`config.mk`:
```
export PLATFORM = sky130hd
export DESIGN_NAME = wbx_block_mover
export DESIGN_NICKNAME = d
export VERILOG_FILES = /design/src/rtl/wbx_pkg.sv /design/src/rtl/wbx_step_ctr.sv /design/src/rtl/wbx_lane_sel.sv /design/src/rtl/wbx_word_asm.sv /design/src/rtl/wbx_block_mover.sv
export SDC_FILE = /design/constraint.sdc
export NUM_CORES = 1
export LEC_CHECK = 0
export BUFFER_PORTS_ARGS = -buffer_cell sky130_fd_sc_hd__buf_2
export CAP_MARGIN = 20
export CORE_ASPECT_RATIO = 1.5
export CORE_MARGIN = 2
export CORE_UTILIZATION = 53
export DETAILED_ROUTE_END_ITERATION = 6
export PLACE_DENSITY = 0.93
export SLEW_MARGIN = 20
export SYNTH_ARGS = -nofsm -noshare
export SYNTH_HDL_FRONTEND = slang
export SYNTH_SLANG_ARGS = --single-unit
export TNS_END_PERCENT = 30
```
`constraint.sdc`:
```
create_clock -name clk -period 6.6 [get_ports clk]
set_clock_uncertainty 0.15 [all_clocks]
set_input_delay 1.32 -clock clk [delete_from_list [all_inputs] [get_ports clk]]
set_output_delay 1.32 -clock clk [all_outputs]
set_load 0.03 [all_outputs]
```
`src/rtl/wbx_pkg.sv`:
```
// Package: shared packing-mode type and the per-mode slot helper for the
// word-to-byte block transfer engine. Assumes 16-bit local words.
package wbx_pkg;

    typedef enum logic [1:0] {
        PK_FULL = 2'd0,
        PK_LOW  = 2'd1,
        PK_NYB  = 2'd2,
        PK_RSV  = 2'd3
    } pack_e;

    // Index of the last bus byte slot of one word under a given mode.
    function automatic logic [1:0] last_slot(input pack_e m);
        case (m)
            PK_FULL: last_slot = 2'd1;
            PK_NYB:  last_slot = 2'd3;
            default: last_slot = 2'd0;
        endcase
    endfunction

endpackage

```
`src/rtl/wbx_step_ctr.sv`:
```
// Loadable up-counter that wraps modulo 2^W. It is used for the bus byte
// address and for the local word index. Assumes load and step are never
// raised together in a way that matters (load wins).
module wbx_step_ctr #(
    parameter int W = 20
) (
    input  logic         clk,
    input  logic         rst_n,
    input  logic         load,
    input  logic [W-1:0] load_val,
    input  logic         step,
    output logic [W-1:0] q
);

    // Load a start value, or advance by one with natural wrap.
    always_ff @(posedge clk) begin
        if (!rst_n)    q <= '0;
        else if (load) q <= load_val;
        else if (step) q <= q + 1'b1;
    end

endmodule

```
`src/rtl/wbx_lane_sel.sv`:
```
// Picks the bus byte for one slot of a 16-bit word under the packing mode.
// Full: slot 0 takes the upper half, slot 1 the lower half. Low: lower half.
// Nybble: slot n takes nybble 3-n, right-aligned, with the upper bits zero.
module wbx_lane_sel
    import wbx_pkg::*;
(
    input  logic [15:0] word,
    input  pack_e       mode,
    input  logic [1:0]  slot,
    output logic [7:0]  lane
);

    logic [3:0] nyb [4];

    // Slice the word into nybbles, most significant first.
    for (genvar g = 0; g < 4; g++) begin : g_nyb
        assign nyb[g] = word[15-4*g -: 4];
    end

    // Select the lane byte for the active mode and slot.
    always_comb begin
        case (mode)
            PK_FULL: lane = slot[0] ? word[7:0] : word[15:8];
            PK_NYB:  lane = {4'b0000, nyb[slot]};
            default: lane = word[7:0];
        endcase
    end

endmodule

```
`src/rtl/wbx_word_asm.sv`:
```
// Collects read bytes into a 16-bit word. Full mode: slot 0 fills the upper
// half and slot 1 the lower half. Low mode: the byte fills the lower half and
// the upper half is cleared. Assumes nybble mode never reaches this path.
module wbx_word_asm
    import wbx_pkg::*;
(
    input  logic        clk,
    input  logic        rst_n,
    input  logic        load,
    input  pack_e       mode,
    input  logic        slot0,
    input  logic [7:0]  byte_in,
    output logic [15:0] word
);

    // Place each acknowledged byte into its half of the word.
    always_ff @(posedge clk) begin
        if (!rst_n) begin
            word <= '0;
        end else if (load) begin
            if (mode == PK_FULL) begin
                if (slot0) word[7:0]  <= byte_in;
                else       word[15:8] <= byte_in;
            end else begin
                word <= {8'h00, byte_in};
            end
        end
    end

endmodule

```
`src/rtl/wbx_block_mover.sv`:
```
// Word-to-byte block transfer engine. Takes a start pulse while idle and
// walks a run of words between the local store (one-cycle read latency) and
// the byte bus (request held until acknowledge). Rejects nybble reads and the
// reserved mode with a one-cycle err pulse. Synchronous active-low reset.
module wbx_block_mover
    import wbx_pkg::*;
#(
    parameter int BUS_AW = 20,
    parameter int LOC_AW = 16,
    parameter int CNT_W  = 16
) (
    input  logic              clk,
    input  logic              rst_n,
    input  logic              start,
    input  logic [BUS_AW-1:0] start_bus_addr,
    input  logic [LOC_AW-1:0] start_word_idx,
    input  logic [CNT_W-1:0]  start_words,
    input  logic              start_to_bus,
    input  logic [1:0]        start_pack,
    output logic              busy,
    output logic              done,
    output logic              err,
    output logic [LOC_AW-1:0] loc_addr,
    output logic              loc_re,
    input  logic [15:0]       loc_rdata,
    output logic              loc_we,
    output logic [15:0]       loc_wdata,
    output logic              bus_req,
    output logic              bus_we,
    output logic [BUS_AW-1:0] bus_addr,
    output logic [7:0]        bus_wdata,
    input  logic [7:0]        bus_rdata,
    input  logic              bus_ack
);

    typedef enum logic [2:0] {
        S_IDLE, S_FETCH, S_CAPT, S_BUS, S_NEXT
    } state_e;

    localparam logic [CNT_W-1:0] ONE_WORD = CNT_W'(1);

    state_e           state;
    pack_e            mode_q;
    logic             wr_q;
    logic [CNT_W-1:0] left_q;
    logic [1:0]       slot_q;
    logic [15:0]      wreg;
    logic             done_q;
    logic             err_q;
    logic             bad_start;
    logic             take_start;

    assign bad_start  = (pack_e'(start_pack) == PK_RSV) ||
                        (pack_e'(start_pack) == PK_NYB && !start_to_bus);
    assign take_start = (state == S_IDLE) && start;

    // Run sequencer: fetch or wait on the bus per slot, then advance a word.
    always_ff @(posedge clk) begin
        if (!rst_n) begin
            state  <= S_IDLE;
            mode_q <= PK_FULL;
            wr_q   <= 1'b0;
            left_q <= '0;
            slot_q <= '0;
            wreg   <= '0;
            done_q <= 1'b0;
            err_q  <= 1'b0;
        end else begin
            done_q <= 1'b0;
            err_q  <= 1'b0;
            case (state)
                S_IDLE: begin
                    if (start) begin
                        if (bad_start) begin
                            err_q <= 1'b1;
                        end else if (start_words == '0) begin
                            done_q <= 1'b1;
                        end else begin
                            mode_q <= pack_e'(start_pack);
                            wr_q   <= start_to_bus;
                            left_q <= start_words;
                            slot_q <= '0;
                            state  <= start_to_bus ? S_FETCH : S_BUS;
                        end
                    end
                end
                S_FETCH: state <= S_CAPT;
                S_CAPT: begin
                    wreg  <= loc_rdata;
                    state <= S_BUS;
                end
                S_BUS: begin
                    if (bus_ack) begin
                        if (slot_q == last_slot(mode_q)) state <= S_NEXT;
                        else slot_q <= slot_q + 2'd1;
                    end
                end
                S_NEXT: begin
                    slot_q <= '0;
                    if (left_q == ONE_WORD) begin
                        done_q <= 1'b1;
                        state  <= S_IDLE;
                    end else begin
                        left_q <= left_q - ONE_WORD;
                        state  <= wr_q ? S_FETCH : S_BUS;
                    end
                end
                default: state <= S_IDLE;
            endcase
        end
    end

    wbx_step_ctr #(.W(BUS_AW)) u_bus_ctr (
        .clk      (clk),
        .rst_n    (rst_n),
        .load     (take_start),
        .load_val (start_bus_addr),
        .step     ((state == S_BUS) && bus_ack),
        .q        (bus_addr)
    );

    wbx_step_ctr #(.W(LOC_AW)) u_loc_ctr (
        .clk      (clk),
        .rst_n    (rst_n),
        .load     (take_start),
        .load_val (start_word_idx),
        .step     (state == S_NEXT),
        .q        (loc_addr)
    );

    wbx_lane_sel u_lane (
        .word (wreg),
        .mode (mode_q),
        .slot (slot_q),
        .lane (bus_wdata)
    );

    wbx_word_asm u_asm (
        .clk     (clk),
        .rst_n   (rst_n),
        .load    ((state == S_BUS) && bus_ack && !wr_q),
        .mode    (mode_q),
        .slot0   (slot_q[0]),
        .byte_in (bus_rdata),
        .word    (loc_wdata)
    );

    assign busy    = (state != S_IDLE);
    assign done    = done_q;
    assign err     = err_q;
    assign loc_re  = (state == S_FETCH);
    assign loc_we  = (state == S_NEXT) && !wr_q;
    assign bus_req = (state == S_BUS);
    assign bus_we  = wr_q;

endmodule

```
==> impl_metrics.tcl, run 1 <==
set metrics [dict create \
    routed_wl_um 13300 \
    initial_utilization_pct 55.0 \
    diodes 0 \
    finalSetupTns_ns 0 \
    crit_path_end_kind "primary output" \
    synthCells 627 \
    clockPowerShare_pct 26.5 \
    synth_largest_area_cell "dfxtp_1" \
    synth_edf_count 0 \
    place_congestion 0.895 \
    slew-limit-headroom_pct 39.4 \
    synth_warnings 0 \
    yosysTopAreaCellShare_pct 38.5 \
    worstPathArrival_ns 2.06 \
    grt_pass1_wl_um 21000 \
    htreeDepth 3 \
    dieArea_um2 10000 \
    status "complete, no violations" \
    pin_count 150 \
    power_leakage_nw 2.42 \
    drt-initial-drc-count 312 \
    final_antenna_net_count 0 \
    maxSlewViolCount 0 \
    route.vias.total 5149 \
    cts_resized 0 \
    p_int_mw 1.34 \
    rsz0062_at_grt "false" \
    async_flop_share_pct 0 \
    switching_share_pct 40.5 \
    cts_buffers 9 \
    ys.flop_type "dfxtp_1" \
    clock_sinks 94 \
    synth.area.top_cells "dfxtp_1 (39%), a21oi_1 (7.4%), nand2_1 (6.8%), o21ai_0 (4.3%), nor2_1 (3.9%)" \
    synth_cell_type_count 59 \
    netSwitchingPower_mw 0.912 \
    io_buffer_count 149 \
    core_um2 8880 \
    maxCapViolations 0 \
    setup_viol 0 \
    holdBufCountCts 0 \
    yosysSeqAreaShare_pct 38.5 \
    worst_pin_slew_ns 0.909 \
    crit_family "compound AO/OA/AOI/OAI gates" \
    hold_path_class "reg -> reg" \
    postCtsSetupRepairBufs 0 \
    finalPower_mw 2.25 \
    viasPerCell 6.00 \
    drive_above_1_share_pct 24.9 \
    drt-pass1-iter-count 6 \
    netlist_area_um2 4880 \
    yosysMostFrequentCell "dfxtp_1" \
    wl_per_cell_um 15.4 \
    clk_latency_ns 0.34 \
    grt_pass1_vias 4804 \
    synth_top_cells_by_count "dfxtp_1 (94), nand2_1 (88), a21oi_1 (72)" \
    synth_area_per_cell_um2 7.79 \
    crit_required_ns 5.13 \
    crit_buf_inv 1 \
    areaGrowthSynthToFinish_pct 22.3 \
    ir_drop_v 0.000269 \
    seqPwrFrac_pct 36.9 \
    grt_overflow 0 \
    worstPathCellList "nor2b_1, a211oi_1, a22oi_1, o21ai_0, buf_2" \
    cts_buffer_depth 2 \
    drc 0 \
    nNetsFinal 831 \
    rrSetupSlack_ns 3.88 \
    p_comb_share_pct 36.6 \
    grt_max_degree 67 \
    antenna_found_initial 0 \
    worstSetupPathType "reg -> out" \
    clock-root-buffer "clkbuf_16" \
    post-route-period-util_pct 53.5 \
    finalHoldViolCount 0 \
    clk_pin_slew_worst_paths_ns 0.06 \
    die_h_um 122 \
    cts_tree "yes" \
    max_stage_delay_ns 0.67 \
    hpwl_um 9380 \
    clock.fmax_ghz 0.283 \
    synth_nets 714 \
    chipWidth_um 82.4 \
    crit_fanout 17 \
    synth_seq_cells 94 \
    rows 42 \
    cp-start-kind "flip-flop" \
    grtUsageTotal_pct 26.5 \
    pwr_density_cell_nw_per_um2 377 \
    critPathSlowestCell "dfxtp_1" \
    fin_crit_ns 3.53 \
]
==> cells by family after synthesis <==
family / count (synthesis) / synth area share, %
fa+ha+maj: 4 / 1.02
buf+inv: 56 / 4.46
flops: 94 / 38.5
xor+xnor: 26 / 4.66
simple gates: 253 / 25.9
compound gates: 177 / 21.9
mux: 17 / 3.51
==> metal layers <==
| layer | vias up | share of wire (%) | GRT usage, % | wire [µm] |
|---|---|---|---|---|
| li1 | 2478 | - | - | - |
| met1 | 2373 | 39 | 30.5 | 5160 |
| met2 | 256 | 50 | 44.7 | 6580 |
| met3 | 42 | 8.2 | 6.22 | 1080 |
| met4 | 0 | 3.2 | 13.4 | 429 |
| met5 | - | 0 | 0 | 0 |
==> final timing paths <==
path                       start        endpoint  cells past startpoint
hold reg to reg   u_asm.word[12]  u_asm.word[12]                      2
setup / recovery       slot_q[0]    bus_wdata[0]                      5
setup reg to reg       left_q[1]       left_q[6]                      7
hold / removal    u_asm.word[12]  u_asm.word[12]                      2
==> through the flow <==
step / cells / area (µm²) / utilization, % / hold slack [ns] / setup slack [ns]
after floorplan: 627 / 4880 / - / 0.286 / 3.38
after global placement: 843 / 5610 / 63.2 / 0.289 / 2.64
after detailed placement: 843 / 5610 / 63.2 / 0.290 / 2.53
after CTS: 858 / 5960 / 67.1 / 0.305 / 2.80
after global routing: 858 / 5980 / 67.3 / 0.312 / 2.87
final: 858 / 5980 / 67.3 / 0.304 / 3.07
==> power groups by stage <==
| stage | Sequential (mW) | Combinational (mW) | Clock (mW) |
|---|---|---|---|
| 2_1_floorplan | 0.917 | 0.517 | 0 |
| 3_3_place_gp | 0.826 | 0.792 | 0 |
| 3_5_place_dp | 0.837 | 0.813 | 0 |
| 4_1_cts | 0.825 | 0.818 | 0.606 |
| 5_1_grt | 0.849 | 0.907 | 0.627 |
| 6_report | 0.831 | 0.825 | 0.597 |
==> layout make-up <==
cell class	count	area (µm²)
clock buffers	10	239
fillers	715	2910
multi-input cells	477	2810
well taps	110	138
inverters	11	42.5
clock inverters	5	106
repair buffers	151	761
flip-flops and latches	94	1880
==> tightest hold or removal path, delay by kind of cell (launching register included) <==
kind / cells / cell delay [ns]
flops: 1 / 0.31
simple gates: 1 / 0.05
compound gates: 1 / 0.05
==> registers in the layout, summed over array words and instances (netlist names), 2 cells and up <==
register	count
slot_q	2
state	3
wreg	16
u_bus_ctr.q	20
left_q	16
mode_q	2
u_asm.word	16
u_loc_ctr.q	16
==> cell usage in the layout, fill, tap and decap left out, types with 4 or more instances in the layout <==
cell type	n
buf_2	149
dfxtp_1	94
nand2_1	88
a21oi_1	72
nor2_1	51
o21ai_0	42
nand3_1	22
xnor2_1	19
nor3_1	18
mux2i_1	16
nand4_1	13
a22oi_1	12
nor4_1	12
inv_1	10
o31ai_1	10
clkbuf_16	9
nand2b_1	8
a211oi_1	7
xor2_1	7
a21o_1	6
nor2b_1	5
or3_1	5
o211ai_1	5
and3_1	4
a31oi_1	4
ha_1	4
(Power assumes the default switching activity.)
==> run 2: changes to the inputs <==
CORE_UTILIZATION = 52   (was 53)
PLACE_DENSITY = 0.92   (was 0.93)
clock period = 3.39 ns   (was 6.6 ns; I/O delays follow)
==> impl_metrics.tcl, run 2 (same netlist as run 1, synthesis figures left out) <==
set metrics [dict create \
    setup_viol 0 \
    grt_overflow 0 \
    p_int_mw 2.45 \
    route.vias.total 5207 \
    post-route-period-util_pct 85.9 \
    crit_path_end_kind "primary output" \
    crit_fanout 17 \
    drt-pass1-iter-count 7 \
    io_buffer_count 149 \
    largest_register_ffs 20 \
    pin_count 150 \
    areaGrowthSynthToFinish_pct 21.7 \
    htreeDepth 3 \
    switching_share_pct 42.1 \
    clk_pin_slew_worst_paths_ns 0.07 \
    netSwitchingPower_mw 1.79 \
    cp-start-kind "flip-flop" \
    rows 43 \
    dp.cells 850 \
    antenna_found_initial 0 \
    worstSetupPathType "reg -> out" \
    cts_tree "yes" \
    hpwl_um 9850 \
    initial_utilization_pct 53.1 \
    grt_max_degree 59 \
    most-common-layout-cells "buf_2 (149), dfxtp_1 (94), nand2_1 (88), a21oi_1 (72), nor2_1 (51)" \
    cts_resized 0 \
    clk_latency_ns 0.34 \
    clock.fmax_ghz 0.343 \
    place_congestion 0.929 \
    r2r-start "state[0]" \
    crit_required_ns 2.56 \
    chipWidth_um 83.1 \
    max_stage_delay_ns 0.67 \
    ir_drop_v 0.000555 \
    postCtsSetupRepairBufs 0 \
    rrSetupSlack_ns 0.66 \
    holdBufCountCts 0 \
    clock_sinks 94 \
    grt_pass1_vias 4805 \
    nNetsFinal 836 \
    power_leakage_nw 2.42 \
    rsz0062_at_grt "false" \
    crit_family "compound AO/OA/AOI/OAI gates" \
    crit_start "slot_q[0]" \
    final_common_cell "buf_2" \
    finalHoldViolCount 0 \
    grtUsageTotal_pct 25.7 \
    status "complete, no violations" \
    reg2reg_to "left_q[7]" \
    cts_buffer_depth 2 \
    cts_buffers 9 \
    ff2ff_path_depth 6 \
    maxCapViolations 0 \
    drc 0 \
    drive_above_1_share_pct 25.2 \
    critPathSlowestCell "dfxtp_1" \
    worstPathArrival_ns 2.08 \
    final-instance-count-excl-fill 866 \
    final_antenna_net_count 0 \
    clockPowerShare_pct 23.3 \
    seqPwrFrac_pct 38.1 \
    clock-root-buffer "clkbuf_16" \
    viasPerCell 6.01 \
    core_um2 9200 \
    fin_crit_ns 2.91 \
    wl_per_cell_um 15.7 \
    diodes 0 \
    finalSetupTns_ns 0 \
    worstPathCellList "nor2b_1, a211oi_1, a22oi_1, o21ai_0, buf_2" \
    slew-limit-headroom_pct 40.6 \
    worst_pin_slew_ns 0.890 \
    p_comb_share_pct 38.6 \
    crit_buf_inv 1 \
    regMostFlops "u_bus_ctr.q" \
    hold_path_class "reg -> reg" \
    drt-initial-drc-count 281 \
    dieArea_um2 10200 \
    grt_pass1_wl_um 21700 \
    die_h_um 123 \
    routed_wl_um 13600 \
    cp.depth 5 \
    endpoint "bus_wdata[0]" \
    maxSlewViolCount 0 \
    pwr_density_cell_nw_per_um2 713 \
]
## run 2: cell types whose count changed in the layout (fill, tap and decap cells not counted), sizes merged
| cell | change |
|---|---|
| clkinvlp | -1 |
| bufinv | -2 |
| buf | +5 |
| clkinv | +4 |
## run 2: power groups by stage
stage / clock [mW] / sequential, mW / combinational [mW]
2_1_floorplan: 0 / 1.79 / 1.01
3_3_place_gp: 0 / 1.61 / 1.56
3_5_place_dp: 0 / 1.63 / 1.62
4_1_cts: 1.01 / 1.61 / 1.63
5_1_grt: 1.05 / 1.65 / 1.78
6_report: 0.989 / 1.61 / 1.63
## run 2: layer usage
layer  track usage (%)  wire, µm
met2              46.2      7000
met3              6.05       874
met5                 0         0
met4              11.1       352
met1              29.2      5330
## run 2: worst min path at each step
stage                    from              to  slack (ns)  depth (start not counted)
5_1_grt              wreg[11]        wreg[11]        0.32                          2
3_5_place_dp          wreg[8]         wreg[8]        0.30                          2
6_report       u_asm.word[11]  u_asm.word[11]        0.31                          2
3_3_place_gp   u_asm.word[15]  u_asm.word[15]        0.29                          2
4_1_cts              wreg[11]        wreg[11]        0.31                          2
2_1_floorplan        wreg[10]        wreg[10]        0.29                          2
## run 2: worst reg2reg max path, cell delays in order, from the launching register on
cell and delay, ns:
dfxtp_1 0.65, or3b_1 0.45, buf_4 0.42, a2bb2oi_2 0.36, buf_4 0.32, o211ai_1 0.16
o31ai_1 0.12
## run 2: final cells by class
cell class	count	area, µm²
fill	784	3260
multi-input combinational	477	2790
sequential	94	1880
timing repair buffer	156	798
clock buffer	10	229
tap	112	140
clock inverter	6	62.6
inverter	11	41.3
## run 2: stage by stage
step	setup WS [ns]	total power, mW	utilization [%]	area (µm²)	hold slack [ns]
6_report	0.478	4.24	64.6	5940	0.309
5_1_grt	0.312	4.48	64.6	5940	0.321
4_1_cts	0.481	4.24	64.6	5940	0.308
3_5_place_dp	0.632	3.25	61.4	5650	0.299
3_3_place_gp	0.709	3.17	61.4	5650	0.287
2_1_floorplan	0.814	2.79	-	4880	0.286
